File: config.mk
export PLATFORM = sky130hd
export DESIGN_NAME = buswidth_adapter
export DESIGN_NICKNAME = d
export VERILOG_FILES = /design/src/rtl/bwa_pkg.sv /design/src/rtl/bwa_order_cap.sv /design/src/rtl/bwa_lane_sel.sv /design/src/rtl/bwa_unpack.sv /design/src/rtl/bwa_pack.sv /design/src/rtl/buswidth_adapter.sv
export SDC_FILE = /design/constraint.sdc
export NUM_CORES = 1
export LEC_CHECK = 0
export BUFFER_PORTS_ARGS = -buffer_cell sky130_fd_sc_hd__buf_2
export CAP_MARGIN = 10
export CORE_MARGIN = 3
export CORE_UTILIZATION = 55
export DETAILED_ROUTE_END_ITERATION = 12
export PLACE_DENSITY = 0.95
export SETUP_SLACK_MARGIN = 0.1
export SLEW_MARGIN = 20
export SYNTH_ARGS = -nofsm -noshare
export SYNTH_HDL_FRONTEND = slang
export SYNTH_SLANG_ARGS = --single-unit
File: constraint.sdc
create_clock -name clk -period 5 [get_ports clk]
set_input_delay 1 -clock clk [delete_from_list [all_inputs] [get_ports clk]]
set_output_delay 1 -clock clk [all_outputs]
set_load 0.005 [all_outputs]
File: src/rtl/bwa_pkg.sv
package bwa_pkg;
    localparam int DEF_LANE_W = 9;
    localparam int DEF_LANES  = 4;

    typedef enum logic [1:0] {
        SZ_BYTE = 2'd0,
        SZ_HALF = 2'd1,
        SZ_FULL = 2'd2
    } size_e;
endpackage

File: src/rtl/bwa_order_cap.sv
module bwa_order_cap (
    input  logic clk,
    input  logic rst_n,
    input  logic order_pin,
    output logic big_end
);
    typedef struct packed {
        logic big;
    } cap_state_t;

    cap_state_t cap_q, cap_d;

    always_comb begin
        cap_d = cap_q;
        if (!rst_n) begin
            cap_d.big = order_pin;
        end
    end

    always_ff @(posedge clk) begin
        cap_q <= cap_d;
    end

    assign big_end = cap_q.big;
endmodule

File: src/rtl/bwa_lane_sel.sv
module bwa_lane_sel
    import bwa_pkg::*;
#(
    parameter int LANE_W = DEF_LANE_W,
    parameter int LANES  = DEF_LANES
) (
    input  logic [1:0]                              size_sel,
    input  logic                                    big_end,
    input  logic [((LANES > 1) ? $clog2(LANES) : 1)-1:0] idx,
    output logic [((LANES > 1) ? $clog2(LANES) : 1)-1:0] last_idx,
    output logic [LANE_W*LANES-1:0]                 mask,
    output logic [$clog2(LANE_W*LANES)+1-1:0]       sh
);
    localparam int WIDE_W = LANE_W * LANES;
    localparam int HALF_W = WIDE_W / 2;
    localparam int CNT_W  = (LANES > 1) ? $clog2(LANES) : 1;
    localparam int SH_W   = $clog2(WIDE_W) + 1;

    logic [CNT_W-1:0] lane_pos;

    always_comb begin
        case (size_sel)
            SZ_BYTE: begin
                last_idx = CNT_W'(LANES - 1);
                mask     = {{(WIDE_W - LANE_W){1'b0}}, {LANE_W{1'b1}}};
            end
            SZ_HALF: begin
                last_idx = CNT_W'(1);
                mask     = {{(WIDE_W - HALF_W){1'b0}}, {HALF_W{1'b1}}};
            end
            default: begin
                last_idx = '0;
                mask     = '1;
            end
        endcase

        lane_pos = big_end ? (last_idx - idx) : idx;

        case (size_sel)
            SZ_BYTE: sh = SH_W'(32'(lane_pos) * LANE_W);
            SZ_HALF: sh = SH_W'(32'(lane_pos) * HALF_W);
            default: sh = '0;
        endcase
    end
endmodule

File: src/rtl/bwa_unpack.sv
module bwa_unpack
    import bwa_pkg::*;
#(
    parameter int LANE_W = DEF_LANE_W,
    parameter int LANES  = DEF_LANES
) (
    input  logic                     clk,
    input  logic                     rst_n,
    input  logic                     big_end,
    input  logic [1:0]               size_sel,
    input  logic                     in_valid,
    output logic                     in_ready,
    input  logic [LANE_W*LANES-1:0]  in_data,
    output logic                     out_valid,
    input  logic                     out_ready,
    output logic [LANE_W*LANES-1:0]  out_data
);
    localparam int WIDE_W = LANE_W * LANES;
    localparam int CNT_W  = (LANES > 1) ? $clog2(LANES) : 1;
    localparam int SH_W   = $clog2(WIDE_W) + 1;

    typedef struct packed {
        logic [WIDE_W-1:0] hold;
        logic [CNT_W-1:0]  idx;
        logic              busy;
    } unp_state_t;

    unp_state_t st_q, st_d;

    logic [CNT_W-1:0]  last_idx;
    logic [WIDE_W-1:0] mask;
    logic [SH_W-1:0]   sh;

    bwa_lane_sel #(.LANE_W(LANE_W), .LANES(LANES)) u_sel (
        .size_sel (size_sel),
        .big_end  (big_end),
        .idx      (st_q.idx),
        .last_idx (last_idx),
        .mask     (mask),
        .sh       (sh)
    );

    always_comb begin
        in_ready  = !st_q.busy;
        out_valid = st_q.busy;
        out_data  = (st_q.hold >> sh) & mask;

        st_d = st_q;
        if (in_valid && !st_q.busy) begin
            st_d.hold = in_data;
            st_d.idx  = '0;
            st_d.busy = 1'b1;
        end else if (st_q.busy && out_ready) begin
            if (st_q.idx == last_idx) begin
                st_d.busy = 1'b0;
                st_d.idx  = '0;
            end else begin
                st_d.idx = st_q.idx + CNT_W'(1);
            end
        end
        if (!rst_n) begin
            st_d = '0;
        end
    end

    always_ff @(posedge clk) begin
        st_q <= st_d;
    end
endmodule

File: src/rtl/bwa_pack.sv
module bwa_pack
    import bwa_pkg::*;
#(
    parameter int LANE_W = DEF_LANE_W,
    parameter int LANES  = DEF_LANES
) (
    input  logic                     clk,
    input  logic                     rst_n,
    input  logic                     big_end,
    input  logic [1:0]               size_sel,
    input  logic                     in_valid,
    output logic                     in_ready,
    input  logic [LANE_W*LANES-1:0]  in_data,
    output logic                     out_valid,
    input  logic                     out_ready,
    output logic [LANE_W*LANES-1:0]  out_data
);
    localparam int WIDE_W = LANE_W * LANES;
    localparam int CNT_W  = (LANES > 1) ? $clog2(LANES) : 1;
    localparam int SH_W   = $clog2(WIDE_W) + 1;

    typedef struct packed {
        logic [WIDE_W-1:0] acc;
        logic [CNT_W-1:0]  idx;
        logic              done;
    } pk_state_t;

    pk_state_t st_q, st_d;

    logic [CNT_W-1:0]  last_idx;
    logic [WIDE_W-1:0] mask;
    logic [SH_W-1:0]   sh;
    logic [WIDE_W-1:0] placed;

    bwa_lane_sel #(.LANE_W(LANE_W), .LANES(LANES)) u_sel (
        .size_sel (size_sel),
        .big_end  (big_end),
        .idx      (st_q.idx),
        .last_idx (last_idx),
        .mask     (mask),
        .sh       (sh)
    );

    always_comb begin
        in_ready  = !st_q.done;
        out_valid = st_q.done;
        out_data  = st_q.acc;
        placed    = (in_data & mask) << sh;

        st_d = st_q;
        if (in_valid && !st_q.done) begin
            st_d.acc = st_q.acc | placed;
            if (st_q.idx == last_idx) begin
                st_d.done = 1'b1;
                st_d.idx  = '0;
            end else begin
                st_d.idx = st_q.idx + CNT_W'(1);
            end
        end else if (st_q.done && out_ready) begin
            st_d.done = 1'b0;
            st_d.acc  = '0;
        end
        if (!rst_n) begin
            st_d = '0;
        end
    end

    always_ff @(posedge clk) begin
        st_q <= st_d;
    end
endmodule

File: src/rtl/buswidth_adapter.sv
module buswidth_adapter
    import bwa_pkg::*;
#(
    parameter int LANE_W = DEF_LANE_W,
    parameter int LANES  = DEF_LANES
) (
    input  logic                    clk,
    input  logic                    rst_n,
    input  logic                    big_endian_pin,
    input  logic [1:0]              size_sel,
    input  logic                    wi_valid,
    output logic                    wi_ready,
    input  logic [LANE_W*LANES-1:0] wi_data,
    output logic                    no_valid,
    input  logic                    no_ready,
    output logic [LANE_W*LANES-1:0] no_data,
    input  logic                    ni_valid,
    output logic                    ni_ready,
    input  logic [LANE_W*LANES-1:0] ni_data,
    output logic                    wo_valid,
    input  logic                    wo_ready,
    output logic [LANE_W*LANES-1:0] wo_data
);
    logic big_end;

    bwa_order_cap u_cap (
        .clk       (clk),
        .rst_n     (rst_n),
        .order_pin (big_endian_pin),
        .big_end   (big_end)
    );

    bwa_unpack #(.LANE_W(LANE_W), .LANES(LANES)) u_unpack (
        .clk       (clk),
        .rst_n     (rst_n),
        .big_end   (big_end),
        .size_sel  (size_sel),
        .in_valid  (wi_valid),
        .in_ready  (wi_ready),
        .in_data   (wi_data),
        .out_valid (no_valid),
        .out_ready (no_ready),
        .out_data  (no_data)
    );

    bwa_pack #(.LANE_W(LANE_W), .LANES(LANES)) u_pack (
        .clk       (clk),
        .rst_n     (rst_n),
        .big_end   (big_end),
        .size_sel  (size_sel),
        .in_valid  (ni_valid),
        .in_ready  (ni_ready),
        .in_data   (ni_data),
        .out_valid (wo_valid),
        .out_ready (wo_ready),
        .out_data  (wo_data)
    );
endmodule

==> run_summary.xml <==
<?xml version="1.0" encoding="UTF-8"?>
<metrics>
  <group name="global_route">
    <metric name="gr-max-usage-layer" unit="">met2</metric>
    <metric name="grt_util_all_layers" unit="">0.281</metric>
    <metric name="grt_pass1_wl" unit="um">21900</metric>
    <metric name="grt_overflow_total" unit="">0</metric>
    <metric name="grt.met3_usage" unit="">0.0854</metric>
    <metric name="gr-usage-met1" unit="">0.338</metric>
    <metric name="grt_max_degree" unit="">71</metric>
    <metric name="first_global_vias" unit="">4474</metric>
    <metric name="grtUsageMet2" unit="">0.464</metric>
    <metric name="grt_antenna_before_repair" unit="">1</metric>
  </group>
  <group name="floorplanning">
    <metric name="floorplan.die_area" unit="um2">9540</metric>
    <metric name="num_rows" unit="">32</metric>
    <metric name="die_width" unit="um">97.7</metric>
    <metric name="pin_count" unit="">157</metric>
    <metric name="start_util" unit="">0.583</metric>
    <metric name="design.core.area" unit="um2">7930</metric>
    <metric name="die_h" unit="um">97.7</metric>
  </group>
  <group name="synth">
    <metric name="netlist.top_cell.by_area" unit="">sky130_fd_sc_hd__dfxtp_1</metric>
    <metric name="async_flop_share" unit="">0</metric>
    <metric name="synth_enable_flop_cells" unit="">1</metric>
    <metric name="syn_nets" unit="">656</metric>
    <metric name="ys.warnings.count" unit="">0</metric>
    <metric name="synth.lib_cells_used.distinct" unit="">66</metric>
    <metric name="synth_top_flop_cell" unit="">sky130_fd_sc_hd__dfxtp_1</metric>
    <metric name="synth_seq_cells" unit="">79</metric>
    <metric name="netlist.area_leader.share" unit="">0.338</metric>
    <metric name="syn-cell-area" unit="um2">4620</metric>
    <metric name="synth-seq-area-share" unit="">0.344</metric>
    <metric name="avg_inst_size_synth" unit="um2">8.04</metric>
    <metric name="mapped_cells" unit="">575</metric>
    <metric name="ys_top_cells_by_area" unit="">sky130_fd_sc_hd__dfxtp_1 (34%), sky130_fd_sc_hd__nand2_1 (8.5%), sky130_fd_sc_hd__a21oi_1 (6.6%)</metric>
  </group>
  <group name="power">
    <metric name="pwr_density_cell" unit="nW/um2">301</metric>
    <metric name="switching_share" unit="">0.312</metric>
    <metric name="clock_power_share" unit="">0.310</metric>
    <metric name="power.static_leakage" unit="nW">2.46</metric>
    <metric name="seq_power_share" unit="">0.454</metric>
    <metric name="p_switching" unit="mW">0.501</metric>
    <metric name="vdd_ir_drop_max" unit="mV">0.210</metric>
    <metric name="comb_power_share" unit="">0.236</metric>
    <metric name="p_int" unit="mW">1.10</metric>
  </group>
  <group name="clocking">
    <metric name="number_of_h_tree_levels" unit="">3</metric>
    <metric name="cts_buffers" unit="">9</metric>
    <metric name="cts.path.max_buffers" unit="">2</metric>
    <metric name="post-cts-setup-buffer-count" unit="">0</metric>
    <metric name="cts-root-buf" unit="">sky130_fd_sc_hd__clkbuf_8</metric>
    <metric name="clock-sinks" unit="">79</metric>
    <metric name="clk_pin_slew" unit="ns">0.08</metric>
    <metric name="clock_insertion_delay_worst_skew" unit="ns">0.36</metric>
    <metric name="cts_hold_repair.buffers" unit="">0</metric>
    <metric name="cts_tree" unit="">yes</metric>
    <metric name="ctsResizeCount" unit="">0</metric>
  </group>
  <group name="worst_setup_path">
    <metric name="setup_slack_of_the_worst_register_to_register_path" unit="ns">2.33</metric>
    <metric name="r2r_end" unit="">u_pack.out_data[26]$_SDFFE_PN0P_</metric>
    <metric name="critPathMaxFanout" unit="">28</metric>
    <metric name="path_class" unit="">in -&gt; out</metric>
    <metric name="end_kind" unit="">output pin</metric>
    <metric name="worst_case_reg_to_reg_path_depth" unit="">5</metric>
    <metric name="endpoint" unit="">no_data[4]</metric>
    <metric name="data_required_time_of_the_critical_path" unit="ns">4.00</metric>
    <metric name="worstReg2RegStart" unit="">u_cap.big_end$_DFFE_PN_</metric>
    <metric name="critical_path.startpoint" unit="">size_sel[0]</metric>
    <metric name="cp.arrival" unit="ns">3.09</metric>
    <metric name="worst_setup_path_start_kind" unit="">primary input</metric>
  </group>
  <group name="drt">
    <metric name="remaining_drc_errors" unit="">0</metric>
    <metric name="wl_per_cell" unit="um">17.7</metric>
    <metric name="detail_route.iter0.violations" unit="">316</metric>
    <metric name="postRouteWirelength" unit="um">13700</metric>
    <metric name="firstDrtPassIters" unit="">6</metric>
    <metric name="via_count" unit="">4603</metric>
    <metric name="vias_per_cell" unit="">5.92</metric>
    <metric name="drtAntennaViolNets" unit="">0</metric>
  </group>
  <group name="run_status">
    <metric name="outcome" unit="">finished, final reports clean</metric>
  </group>
  <group name="timing">
    <metric name="finalCritPeriodShare" unit="">0.818</metric>
    <metric name="post-route-min-period" unit="ns">4.09</metric>
    <metric name="setup_repair_after_global_routing_missed_its_margin" unit="">no</metric>
    <metric name="hold-worst-slack" unit="ns">0.455</metric>
    <metric name="max_freq" unit="MHz">245</metric>
    <metric name="timing.slew.headroom" unit="">0.293</metric>
    <metric name="final-max-slew-violation-count" unit="">0</metric>
    <metric name="finalClockSkew" unit="ns">0.0124</metric>
    <metric name="final_hold_viol_count" unit="">0</metric>
    <metric name="final-setup-viol-count" unit="">0</metric>
    <metric name="fin_setup_tns" unit="ns">0</metric>
    <metric name="worst_pin_slew" unit="ns">1.06</metric>
  </group>
  <group name="final_layout">
    <metric name="num-nets-final" unit="">750</metric>
    <metric name="final_cell_count_no_fill" unit="">777</metric>
    <metric name="area_growth" unit="%">15.3</metric>
    <metric name="post_route_cells_drive_above_1_share" unit="">0.303</metric>
  </group>
  <group name="hold_path">
    <metric name="class_of_the_tightest_hold_or_removal_check" unit="">reg -&gt; reg</metric>
  </group>
  <group name="placement">
    <metric name="post-dp-hpwl" unit="um">10100</metric>
    <metric name="place_congestion" unit="">0.937</metric>
    <metric name="buffer_ports.inserted" unit="">156</metric>
    <metric name="place_inst" unit="">760</metric>
  </group>
  <group name="run">
    <metric name="max-cap-violations" unit="">0</metric>
  </group>
</metrics>
==> Yosys cell counts (2+ instances only) <==
cell	instances
sky130_fd_sc_hd__a21boi_0	2
sky130_fd_sc_hd__a21o_1	5
sky130_fd_sc_hd__a21oi_1	61
sky130_fd_sc_hd__a222oi_1	4
sky130_fd_sc_hd__a22oi_1	20
sky130_fd_sc_hd__a31oi_1	7
sky130_fd_sc_hd__a32o_1	2
sky130_fd_sc_hd__a32oi_1	2
sky130_fd_sc_hd__and2_1	27
sky130_fd_sc_hd__and3_1	4
sky130_fd_sc_hd__and3b_1	4
sky130_fd_sc_hd__buf_1	4
sky130_fd_sc_hd__buf_2	5
sky130_fd_sc_hd__buf_4	37
sky130_fd_sc_hd__clkbuf_1	29
sky130_fd_sc_hd__clkinv_1	2
sky130_fd_sc_hd__dfxtp_1	78
sky130_fd_sc_hd__inv_1	4
sky130_fd_sc_hd__mux2_2	8
sky130_fd_sc_hd__mux2i_1	22
sky130_fd_sc_hd__mux4_2	8
sky130_fd_sc_hd__nand2_1	105
sky130_fd_sc_hd__nand2b_1	6
sky130_fd_sc_hd__nand3_1	11
sky130_fd_sc_hd__nand3b_1	2
sky130_fd_sc_hd__nand4_1	3
sky130_fd_sc_hd__nor2_1	41
sky130_fd_sc_hd__nor2b_1	7
sky130_fd_sc_hd__nor3_1	4
sky130_fd_sc_hd__o21a_1	2
sky130_fd_sc_hd__o21ai_0	5
sky130_fd_sc_hd__o21ai_1	2
sky130_fd_sc_hd__o221ai_1	2
sky130_fd_sc_hd__o22ai_1	5
sky130_fd_sc_hd__o31a_1	3
sky130_fd_sc_hd__or3_1	2
sky130_fd_sc_hd__or3b_2	3
sky130_fd_sc_hd__xnor2_1	5
sky130_fd_sc_hd__xor2_1	5
==> cell usage in the layout (no fill, tap or decap), drive strengths merged, types with 3 or more instances in the layout <==
cell    netlist  routed
clkbuf       29      11
and3b         4       4
and2         27      27
and3          4       4
buf          47     159
nand2       106     106
or3b          3       3
o21ai         7       7
xnor2         5       5
nand2b        6       6
mux4          8       8
a222oi        4       4
mux2i        23      23
inv           5       6
nand4         3       3
a21o          5       5
a21oi        61      61
o31a          3       3
dfxtp        78      78
a22oi        20      20
nor2b         7       7
o22ai         5       5
xor2          6       6
clkinv        2       4
mux2          9       9
nor2         41      41
nand3        11      11
nor3          5       5
a31oi         7       7
==> final cells by class <==
| cell class | count | area (um2) |
|---|---|---|
| Sequential cell | 79 | 1590 |
| Fill cell | 646 | 2600 |
| Antenna cell | 1 | 2.50 |
| Timing Repair Buffer | 159 | 803 |
| Clock buffer | 11 | 141 |
| Clock inverter | 5 | 63.8 |
| Tap cell | 102 | 128 |
| Inverter | 7 | 27.5 |
| Multi-Input combinational cell | 413 | 2570 |
==> worst min-delay path by stage <==
stage | startpoint | to | slack (ns) | cells after the start
2_1_floorplan | u_pack.out_data[17]$_SDFFE_PN0P_ | u_pack.out_data[17]$_SDFFE_PN0P_ | 0.43 | 2
3_3_place_gp | u_unpack.st_q[6]$_SDFFE_PN0P_ | u_unpack.st_q[6]$_SDFFE_PN0P_ | 0.44 | 2
3_5_place_dp | u_pack.out_data[10]$_SDFFE_PN0P_ | u_pack.out_data[10]$_SDFFE_PN0P_ | 0.44 | 2
4_1_cts | u_pack.out_data[10]$_SDFFE_PN0P_ | u_pack.out_data[10]$_SDFFE_PN0P_ | 0.45 | 2
5_1_grt | u_pack.out_data[10]$_SDFFE_PN0P_ | u_pack.out_data[10]$_SDFFE_PN0P_ | 0.48 | 2
6_report | u_pack.out_data[10]$_SDFFE_PN0P_ | u_pack.out_data[10]$_SDFFE_PN0P_ | 0.45 | 2
==> registers in the layout, indices dropped and copies added (netlist names) <==
| register | flops |
|---|---|
| u_unpack.st_q | 38 |
| u_unpack.out_valid | 1 |
| u_cap.big_end | 1 |
| u_pack.out_valid | 1 |
| u_pack.out_data | 36 |
| u_pack.st_q | 2 |
==> metal layers <==
layer | part of all wire | wire [um]
met3 | 0.11 | 1510
met2 | 0.49 | 6670
met1 | 0.37 | 5150
met4 | 0.030 | 408
met5 | 0 | 0
==> power by group through the flow <==
stage,sequential [mW],clock [mW],combinational (mW)
5_1_grt,0.735,0.534,0.414
3_3_place_gp,0.738,0,0.363
3_5_place_dp,0.742,0,0.373
2_1_floorplan,0.720,0,0.288
6_report,0.728,0.497,0.380
4_1_cts,0.727,0.503,0.375
==> critical path: stages <==
cell and delay (ns):
sky130_fd_sc_hd__buf_2 0.39, sky130_fd_sc_hd__mux2i_1 0.27, sky130_fd_sc_hd__xnor2_1 0.18, sky130_fd_sc_hd__nand2_1 0.34
sky130_fd_sc_hd__buf_4 0.30, sky130_fd_sc_hd__mux4_2 0.30, sky130_fd_sc_hd__and2_1 0.17, sky130_fd_sc_hd__buf_2 0.12
==> cells by family (layout without fill, tap and decap cells) <==
group,count (synthesis),count (layout),share of synthesized area
simple gates,227,227,0.232
compound gates,135,135,0.188
buf+inv,83,182,0.100
flops,79,79,0.344
mux,40,40,0.112
xor+xnor,11,11,0.0225
other cells,0,1,0
==> stage by stage <==
step	setup slack, ns	power, mW	cell area (um2)	utilization
after floorplan	1.49	1.01	4620	-
after global placement	1.00	1.10	5120	0.646
after detailed placement	0.947	1.11	5120	0.646
after CTS	0.922	1.60	5320	0.671
after global routing	0.716	1.68	5330	0.672
final	0.911	1.61	5330	0.672
(Power assumes the default switching activity.)
